===== src/rtl/mesi_pkg.sv =====
package mesi_pkg;
   typedef enum logic [1:0] {
      ST_I = 2'b00,
      ST_S = 2'b01,
      ST_E = 2'b10,
      ST_M = 2'b11
   } mesi_t;

   typedef enum logic [1:0] {
      OP_READ   = 2'd0,
      OP_WRITE  = 2'd1,
      OP_LOCK   = 2'd2,
      OP_UNLOCK = 2'd3
   } core_op_t;

   typedef enum logic [1:0] {
      FSM_IDLE = 2'd0,
      FSM_BUS  = 2'd1,
      FSM_RESP = 2'd2
   } fsm_t;
endpackage


===== src/rtl/mesi_line.sv =====
module mesi_line
   import mesi_pkg::*;
(
   input  logic  clk,
   input  logic  rst_n,
   input  logic  fill_en,
   input  mesi_t fill_st,
   input  logic  store_en,
   input  logic  lock_set,
   input  logic  lock_clr,
   input  logic  snp_en,
   input  logic  snp_wr,
   output mesi_t state,
   output logic  locked
);
   always_ff @(posedge clk) begin
      if (!rst_n) begin
         state  <= ST_I;
         locked <= 1'b0;
      end else begin
         if (snp_en)
            state <= snp_wr ? ST_I : ((state == ST_I) ? ST_I : ST_S);
         else if (fill_en)
            state <= fill_st;
         else if (store_en)
            state <= ST_M;
         if (lock_set)
            locked <= 1'b1;
         else if (lock_clr)
            locked <= 1'b0;
      end
   end

   assert_store_owned_R3: assert property (@(posedge clk) disable iff (!rst_n)
      store_en |-> (state == ST_E || state == ST_M));
   assert_lock_owned_R4: assert property (@(posedge clk) disable iff (!rst_n)
      locked |-> (state == ST_E || state == ST_M));
   assert_locked_no_snoop_R5: assert property (@(posedge clk) disable iff (!rst_n)
      locked |-> !snp_en);
   assert_wr_snoop_inval_R6: assert property (@(posedge clk) disable iff (!rst_n)
      (snp_en && snp_wr) |=> state == ST_I);
   assert_rd_snoop_share_R7: assert property (@(posedge clk) disable iff (!rst_n)
      (snp_en && !snp_wr && state != ST_I) |=> state == ST_S);
endmodule


===== src/rtl/mesi_req_fsm.sv =====
module mesi_req_fsm
   import mesi_pkg::*;
#(
   parameter int IDX_W = 2
) (
   input  logic             clk,
   input  logic             rst_n,
   input  logic             req_valid,
   input  logic [1:0]       req_op,
   input  logic [IDX_W-1:0] req_idx,
   input  mesi_t            req_st,
   input  logic             snp_block,
   input  logic             bus_grant,
   input  logic             bus_shared_in,
   output logic             req_done,
   output logic             bus_req_valid,
   output logic             bus_req_rdx,
   output logic [IDX_W-1:0] act_idx,
   output logic             fill_en,
   output mesi_t            fill_st,
   output logic             store_en,
   output logic             lock_set,
   output logic             lock_clr
);
   fsm_t             fsm_q, fsm_d;
   core_op_t         op_q;
   logic [IDX_W-1:0] idx_q;
   logic             owned, accept;

   assign owned   = (req_st == ST_E) || (req_st == ST_M);
   assign accept  = (fsm_q == FSM_IDLE) && req_valid && !snp_block;
   assign act_idx = (fsm_q == FSM_IDLE) ? req_idx : idx_q;

   always_comb begin
      fsm_d       = fsm_q;
      fill_en     = 1'b0;
      fill_st     = ST_I;
      store_en    = 1'b0;
      lock_set    = 1'b0;
      lock_clr    = 1'b0;
      bus_req_rdx = (op_q != OP_READ);
      case (fsm_q)
         FSM_IDLE: if (accept) begin
            case (core_op_t'(req_op))
               OP_READ:   fsm_d = (req_st != ST_I) ? FSM_RESP : FSM_BUS;
               OP_WRITE:  begin store_en = owned; fsm_d = owned ? FSM_RESP : FSM_BUS; end
               OP_LOCK:   begin lock_set = owned; fsm_d = owned ? FSM_RESP : FSM_BUS; end
               default:   begin lock_clr = 1'b1;  fsm_d = FSM_RESP; end
            endcase
         end
         FSM_BUS: if (bus_grant) begin
            fill_en  = 1'b1;
            lock_set = (op_q == OP_LOCK);
            case (op_q)
               OP_WRITE: fill_st = ST_M;
               OP_LOCK:  fill_st = ST_E;
               default:  fill_st = bus_shared_in ? ST_S : ST_E;
            endcase
            fsm_d = FSM_RESP;
         end
         default: fsm_d = FSM_IDLE;
      endcase
   end

   assign bus_req_valid = (fsm_q == FSM_BUS);
   assign req_done      = (fsm_q == FSM_RESP);

   always_ff @(posedge clk) begin
      if (!rst_n) begin
         fsm_q <= FSM_IDLE;
         op_q  <= OP_READ;
         idx_q <= '0;
      end else begin
         fsm_q <= fsm_d;
         if (accept) begin
            op_q  <= core_op_t'(req_op);
            idx_q <= req_idx;
         end
      end
   end

   assert_bus_held_R2: assert property (@(posedge clk) disable iff (!rst_n)
      (bus_req_valid && !bus_grant) |=> (bus_req_valid && $stable(bus_req_rdx) && $stable(act_idx)));
   assert_done_pulse_R2: assert property (@(posedge clk) disable iff (!rst_n)
      req_done |=> !req_done);
endmodule


===== src/rtl/mesi_snoop_ctrl.sv =====
module mesi_snoop_ctrl
   import mesi_pkg::*;
#(
   parameter int NUM_LINES  = 4,
   parameter int LINE_BYTES = 64,
   parameter int ADDR_W     = 8
) (
   input  logic              clk,
   input  logic              rst_n,
   input  logic              req_valid,
   input  logic [1:0]        req_op,
   input  logic [ADDR_W-1:0] req_addr,
   output logic              req_done,
   output logic              bus_req_valid,
   output logic              bus_req_rdx,
   output logic [ADDR_W-1:0] bus_req_addr,
   input  logic              bus_grant,
   input  logic              bus_shared_in,
   input  logic              snp_valid,
   input  logic              snp_wr,
   input  logic [ADDR_W-1:0] snp_addr,
   output logic              snp_stall,
   output logic              snp_resp_valid,
   output logic              snp_resp_hit,
   output logic              snp_resp_dirty
);
   localparam int OFS_W = $clog2(LINE_BYTES);
   localparam int SEL_W = $clog2(NUM_LINES);
   localparam int IDX_W = (SEL_W == 0) ? 1 : SEL_W;

   if (LINE_BYTES < 4 || (LINE_BYTES & (LINE_BYTES - 1)) != 0) begin : g_bad_line
      $error("LINE_BYTES must be a power of two of at least 4");
   end
   if (NUM_LINES < 1) begin : g_bad_lines
      $error("NUM_LINES must be at least 1");
   end
   if (ADDR_W != OFS_W + SEL_W) begin : g_bad_addr
      $error("ADDR_W must equal offset bits plus index bits");
   end

   logic [IDX_W-1:0]     req_idx, snp_idx, act_idx;
   mesi_t                line_st [NUM_LINES];
   logic [NUM_LINES-1:0] line_lk;
   logic                 fill_en, store_en, lock_set, lock_clr;
   mesi_t                fill_st;
   logic                 snp_take, snp_block, fill_busy;

   if (SEL_W > 0) begin : g_multi
      assign req_idx      = req_addr[OFS_W +: SEL_W];
      assign snp_idx      = snp_addr[OFS_W +: SEL_W];
      assign bus_req_addr = {act_idx, {OFS_W{1'b0}}};
   end else begin : g_single
      assign req_idx      = 1'b0;
      assign snp_idx      = 1'b0;
      assign bus_req_addr = '0;
   end

   assign fill_busy = fill_en && (act_idx == snp_idx);
   assign snp_stall = snp_valid && (line_lk[snp_idx] || fill_busy);
   assign snp_take  = snp_valid && !snp_stall;
   assign snp_block = snp_valid && (snp_idx == req_idx) && !line_lk[snp_idx];

   mesi_req_fsm #(.IDX_W(IDX_W)) u_fsm (
      .clk(clk), .rst_n(rst_n),
      .req_valid(req_valid), .req_op(req_op), .req_idx(req_idx),
      .req_st(line_st[req_idx]), .snp_block(snp_block),
      .bus_grant(bus_grant), .bus_shared_in(bus_shared_in),
      .req_done(req_done), .bus_req_valid(bus_req_valid), .bus_req_rdx(bus_req_rdx),
      .act_idx(act_idx), .fill_en(fill_en), .fill_st(fill_st),
      .store_en(store_en), .lock_set(lock_set), .lock_clr(lock_clr)
   );

   for (genvar i = 0; i < NUM_LINES; i++) begin : g_line
      logic sel_loc, sel_snp;
      assign sel_loc = (act_idx == IDX_W'(i));
      assign sel_snp = (snp_idx == IDX_W'(i));
      mesi_line u_line (
         .clk(clk), .rst_n(rst_n),
         .fill_en(fill_en && sel_loc), .fill_st(fill_st),
         .store_en(store_en && sel_loc),
         .lock_set(lock_set && sel_loc), .lock_clr(lock_clr && sel_loc),
         .snp_en(snp_take && sel_snp), .snp_wr(snp_wr),
         .state(line_st[i]), .locked(line_lk[i])
      );
   end

   always_ff @(posedge clk) begin
      if (!rst_n) begin
         snp_resp_valid <= 1'b0;
         snp_resp_hit   <= 1'b0;
         snp_resp_dirty <= 1'b0;
      end else begin
         snp_resp_valid <= snp_take;
         snp_resp_hit   <= snp_take && (line_st[snp_idx] != ST_I);
         snp_resp_dirty <= snp_take && (line_st[snp_idx] == ST_M);
      end
   end

   assert_dirty_is_hit_R8: assert property (@(posedge clk) disable iff (!rst_n)
      snp_resp_dirty |-> snp_resp_hit);
   assert_stall_no_resp_R5: assert property (@(posedge clk) disable iff (!rst_n)
      snp_stall |=> !snp_resp_valid);
   assert_take_resp_R8: assert property (@(posedge clk) disable iff (!rst_n)
      (snp_valid && !snp_stall) |=> snp_resp_valid);
endmodule


===== config.mk =====
export PLATFORM = sky130hd
export DESIGN_NAME = mesi_snoop_ctrl
export DESIGN_NICKNAME = d
export VERILOG_FILES = /design/src/rtl/mesi_pkg.sv /design/src/rtl/mesi_line.sv /design/src/rtl/mesi_req_fsm.sv /design/src/rtl/mesi_snoop_ctrl.sv
export SDC_FILE = /design/constraint.sdc
export NUM_CORES = 1
export LEC_CHECK = 0
export ABC_AREA = 1
export BUFFER_PORTS_ARGS = -buffer_cell sky130_fd_sc_hd__buf_2
export CORE_UTILIZATION = 30
export CTS_CLUSTER_SIZE = 8
export DETAILED_ROUTE_END_ITERATION = 7
export MAX_ROUTING_LAYER = met4
export SLEW_MARGIN = 20
export SYNTH_ARGS = -nofsm -noshare
export SYNTH_HDL_FRONTEND = slang
export SYNTH_SLANG_ARGS = --single-unit

===== constraint.sdc =====
create_clock -name clk -period 1.8 [get_ports clk]
set_input_delay 0.45 -clock clk [delete_from_list [all_inputs] [get_ports clk]]
set_output_delay 0.45 -clock clk [all_outputs]
set_load 0.02 [all_outputs]

==> results.py <==
metrics = {
    "outcome": {
        "status": "finished with violations",
        "failed_checks": "setup timing",
    },
    "pwr": {
        "leakage_nw": 1.02,
        "max-vdd-ir-drop_uv": 243,
        "power_per_cell_area_nw_per_um2": 626,
    },
    "synthesis": {
        "yosysMostFrequentCell": "nand2_1",
        "async_flop_share": 0,
        "synth_xor_xnor_area_share": 0.00509,
        "yosysTopAreaCellShare": 0.244,
        "ys.flop_type": "dfxtp_1",
        "syn_area_per_cell_um2": 6.55,
        "netlist_area_um2": 1720,
        "ys_top_cells_by_area": "dfxtp_1, nand2_1, inv_1",
        "synthCells": 263,
        "synth_commonest_cells": "nand2_1, inv_1, dfxtp_1",
        "ys_types": 32,
        "ys_seq_area_frac": 0.244,
        "synth-edff-count": 0,
        "yosys.area.top_type": "dfxtp_1",
        "synth_compound_area_frac": 0.122,
        "synth_adder_area_share": 0.0581,
        "yosys.area_share.simple": 0.433,
        "ys_ff_latch": 21,
        "synthMuxAreaShare": 0,
        "ys_warn_count": 0,
        "synth_top_family_by_area": "simple AND/OR/NAND/NOR gates",
    },
    "critical_path": {
        "slowest_delay_ns": 0.37,
        "worstSetupStartpoint": "u_fsm.fsm_q[0]$_SDFFE_PN0P_",
        "worstPathArrival_ns": 1.44,
        "reg2reg_depth": 7,
        "cp_slowest_cell": "dfxtp_4",
        "critPathMostFrequentCell": "nor2_2",
        "rr_endpoint": "g_line[2].u_line.state[0]$_SDFFE_PN0P_",
        "ff2ff_setup_slack_ns": 0.20,
        "critical_path.endpoint": "snp_stall",
        "timing.rr.start": "u_fsm.op_q[0]$_SDFFE_PN0N_",
        "crit_chain": "nor2_4, buf_4, o21ai_2, nand2_1, nand2_1, nor2_2, nor2_2, nor2_2, buf_6",
        "start_kind": "flip-flop",
        "worst-path-max-fanout": 5,
        "critPathRequiredTime_ns": 1.35,
        "path_class": "reg -> out",
        "worst_setup_path_end_kind": "output port",
    },
    "timing": {
        "fin_skew_ns": 0.00560,
        "drv_slew": 0,
        "fin_tns_setup_ns": -0.0909,
        "fmax_mhz": 529,
        "min_period_ns": 1.89,
        "setup_slack_ns": -0.0909,
        "setup_viol": 1,
        "finalCritPeriodShare": 1.05,
        "rsz0062_at_grt": "true",
        "hold_violations": 0,
    },
    "drt": {
        "via_per_inst": 4.48,
        "drc": 0,
        "post_drt_wl_per_cell_um": 11.3,
        "vias": 1653,
        "drt_iter0_drc": 133,
        "routed_wl_mm": 4.16,
        "dr.pass1.iters": 4,
        "ant_nets": 0,
    },
    "clock_network": {
        "htreeDepth": 1,
        "clk_latency_ns": 0.26,
        "cts_buffer_depth": 2,
        "cts_buffers": 3,
        "ctsHoldBuffers": 0,
        "root_buffer": "clkbuf_8",
        "clk_pin_slew_ns": 0.08,
        "cts_tree": "yes",
        "clock_sinks": 21,
    },
    "global_route": {
        "antenna_found_initial": 0,
        "grt_pass1_wl_mm": 7.20,
        "overflow": 0,
        "grt_start_max_net_pins": 12,
        "grt_pass1_vias": 1526,
        "grt_usage": 0.156,
    },
    "place": {
        "hpwl_mm": 3.41,
        "place_ws_ns": 0.0245,
        "io_buffers": 21,
        "globalplace.congestion": 0.878,
    },
    "die": {
        "die_area_um2": 6050,
        "core_area_um2": 5510,
        "initial_core_util": 0.313,
        "row_count": 27,
        "fp.dieH_um": 77.8,
        "die_w_um": 77.8,
        "ioPinCount": 40,
    },
    "finish": {
        "drive_above_1_share": 0.296,
        "num-nets-final": 331,
        "antenna_cells": 0,
        "nFillCells": 617,
        "area_growth_pct": 18.6,
    },
    "flow_run": {
        "max_cap_violations": 0,
    },
    "min_path": {
        "hold_class": "reg -> reg",
    },
}
==> state kept, by name (all words and copies together), names as in the netlist <==
signal,flops
g_line.u_line.locked,4
g_line.u_line.state,8
snp_resp_dirty,1
snp_resp_hit,1
snp_resp_valid,1
u_fsm.fsm_q,2
u_fsm.idx_q,2
u_fsm.op_q,2
==> cells by family after synthesis <==
| logic type | count (synthesis) |
|---|---|
| AND/OR/NAND/NOR | 147 |
| buffers and inverters | 51 |
| adder cells (fa/ha/maj) | 8 |
| other | 1 |
| flip-flops | 21 |
| XOR/XNOR | 1 |
| AO/OA/AOI/OAI | 34 |
==> stage by stage <==
stage	util	std cells	power [mW]	hold WS [ns]	instance area (um^2)
after floorplan	-	268	0.835	0.444	1740
after global placement	0.356	364	0.958	0.452	1960
after detailed placement	0.356	364	0.960	0.462	1960
after CTS	0.369	368	1.29	0.474	2030
after global routing	0.371	369	1.38	0.494	2040
final	0.371	369	1.28	0.471	2040
==> cells in the final DEF, fill, tap and decap left out, types with 2 or more instances in the layout <==
cell type and n:
a21oi_1 12, a21oi_2 4, buf_2 20, buf_4 13, clkbuf_8 3, conb_1 6
dfxtp_1 19, ha_1 8, inv_1 35, inv_2 5, nand2_1 75, nand2_2 5
nand2_4 3, nand3_1 14, nand3_2 2, nand4_1 8, nor2_1 15, nor2_2 14
nor2_4 4, nor3_2 4, o21ai_0 11, o21ai_2 2, o22ai_1 2
==> power breakdown <==
part | internal [mW] | switching [mW] | leakage (nW)
Combinational | 0.161 | 0.296 | 0.828
Clock | 0.158 | 0.154 | 0.0228
Sequential | 0.490 | 0.0196 | 0.172
==> routing by layer <==
metal / track usage / part of all wire / wire length, um
met4: 0.0453 / 0.011 / 45
met2: 0.247 / 0.44 / 1830
met1: 0.205 / 0.50 / 2100
met5: - / 0 / 0
met3: 0.0247 / 0.045 / 189
==> final cells by class <==
class / count / area [um^2] / share of cell area
tap: 72 / 90.1 / 0.0441
sequential: 21 / 425 / 0.208
inverter: 42 / 165 / 0.0809
clock buffer: 4 / 45.0 / 0.0221
timing repair buffer: 34 / 209 / 0.102
multi-input combinational: 196 / 1110 / 0.542
==> repair_timing <==
item,4_1_cts,5_1_grt
pin swaps,2,2
setup endpoints to repair,1,1
resized for setup,10,0
setup buffers,0,1
hold endpoints to repair,0,0
==> worst min path at each step <==
stage,startpoint,end,slack (ns),cells after the start
CTS,g_line[1].u_line.locked$_SDFFE_PN0P_,g_line[1].u_line.locked$_SDFFE_PN0P_,0.47,2
finish,g_line[1].u_line.locked$_SDFFE_PN0P_,g_line[1].u_line.locked$_SDFFE_PN0P_,0.47,2
floorplan,g_line[0].u_line.locked$_SDFFE_PN0P_,g_line[0].u_line.locked$_SDFFE_PN0P_,0.44,2
global placement,g_line[1].u_line.locked$_SDFFE_PN0P_,g_line[1].u_line.locked$_SDFFE_PN0P_,0.45,2
detailed placement,g_line[1].u_line.locked$_SDFFE_PN0P_,g_line[1].u_line.locked$_SDFFE_PN0P_,0.46,2
global route,rst_n,u_fsm.idx_q[1]$_SDFFE_PN0N_,0.49,3
==> critical path: cells and delay by family (launching register included) <==
family,cells,cell delay [ns]
AND/OR/NAND/NOR,6,0.50
flip-flops,1,0.37
buffers and inverters,2,0.25
AO/OA/AOI/OAI,1,0.05
Note: power is estimated with default switching activity, not from simulation.
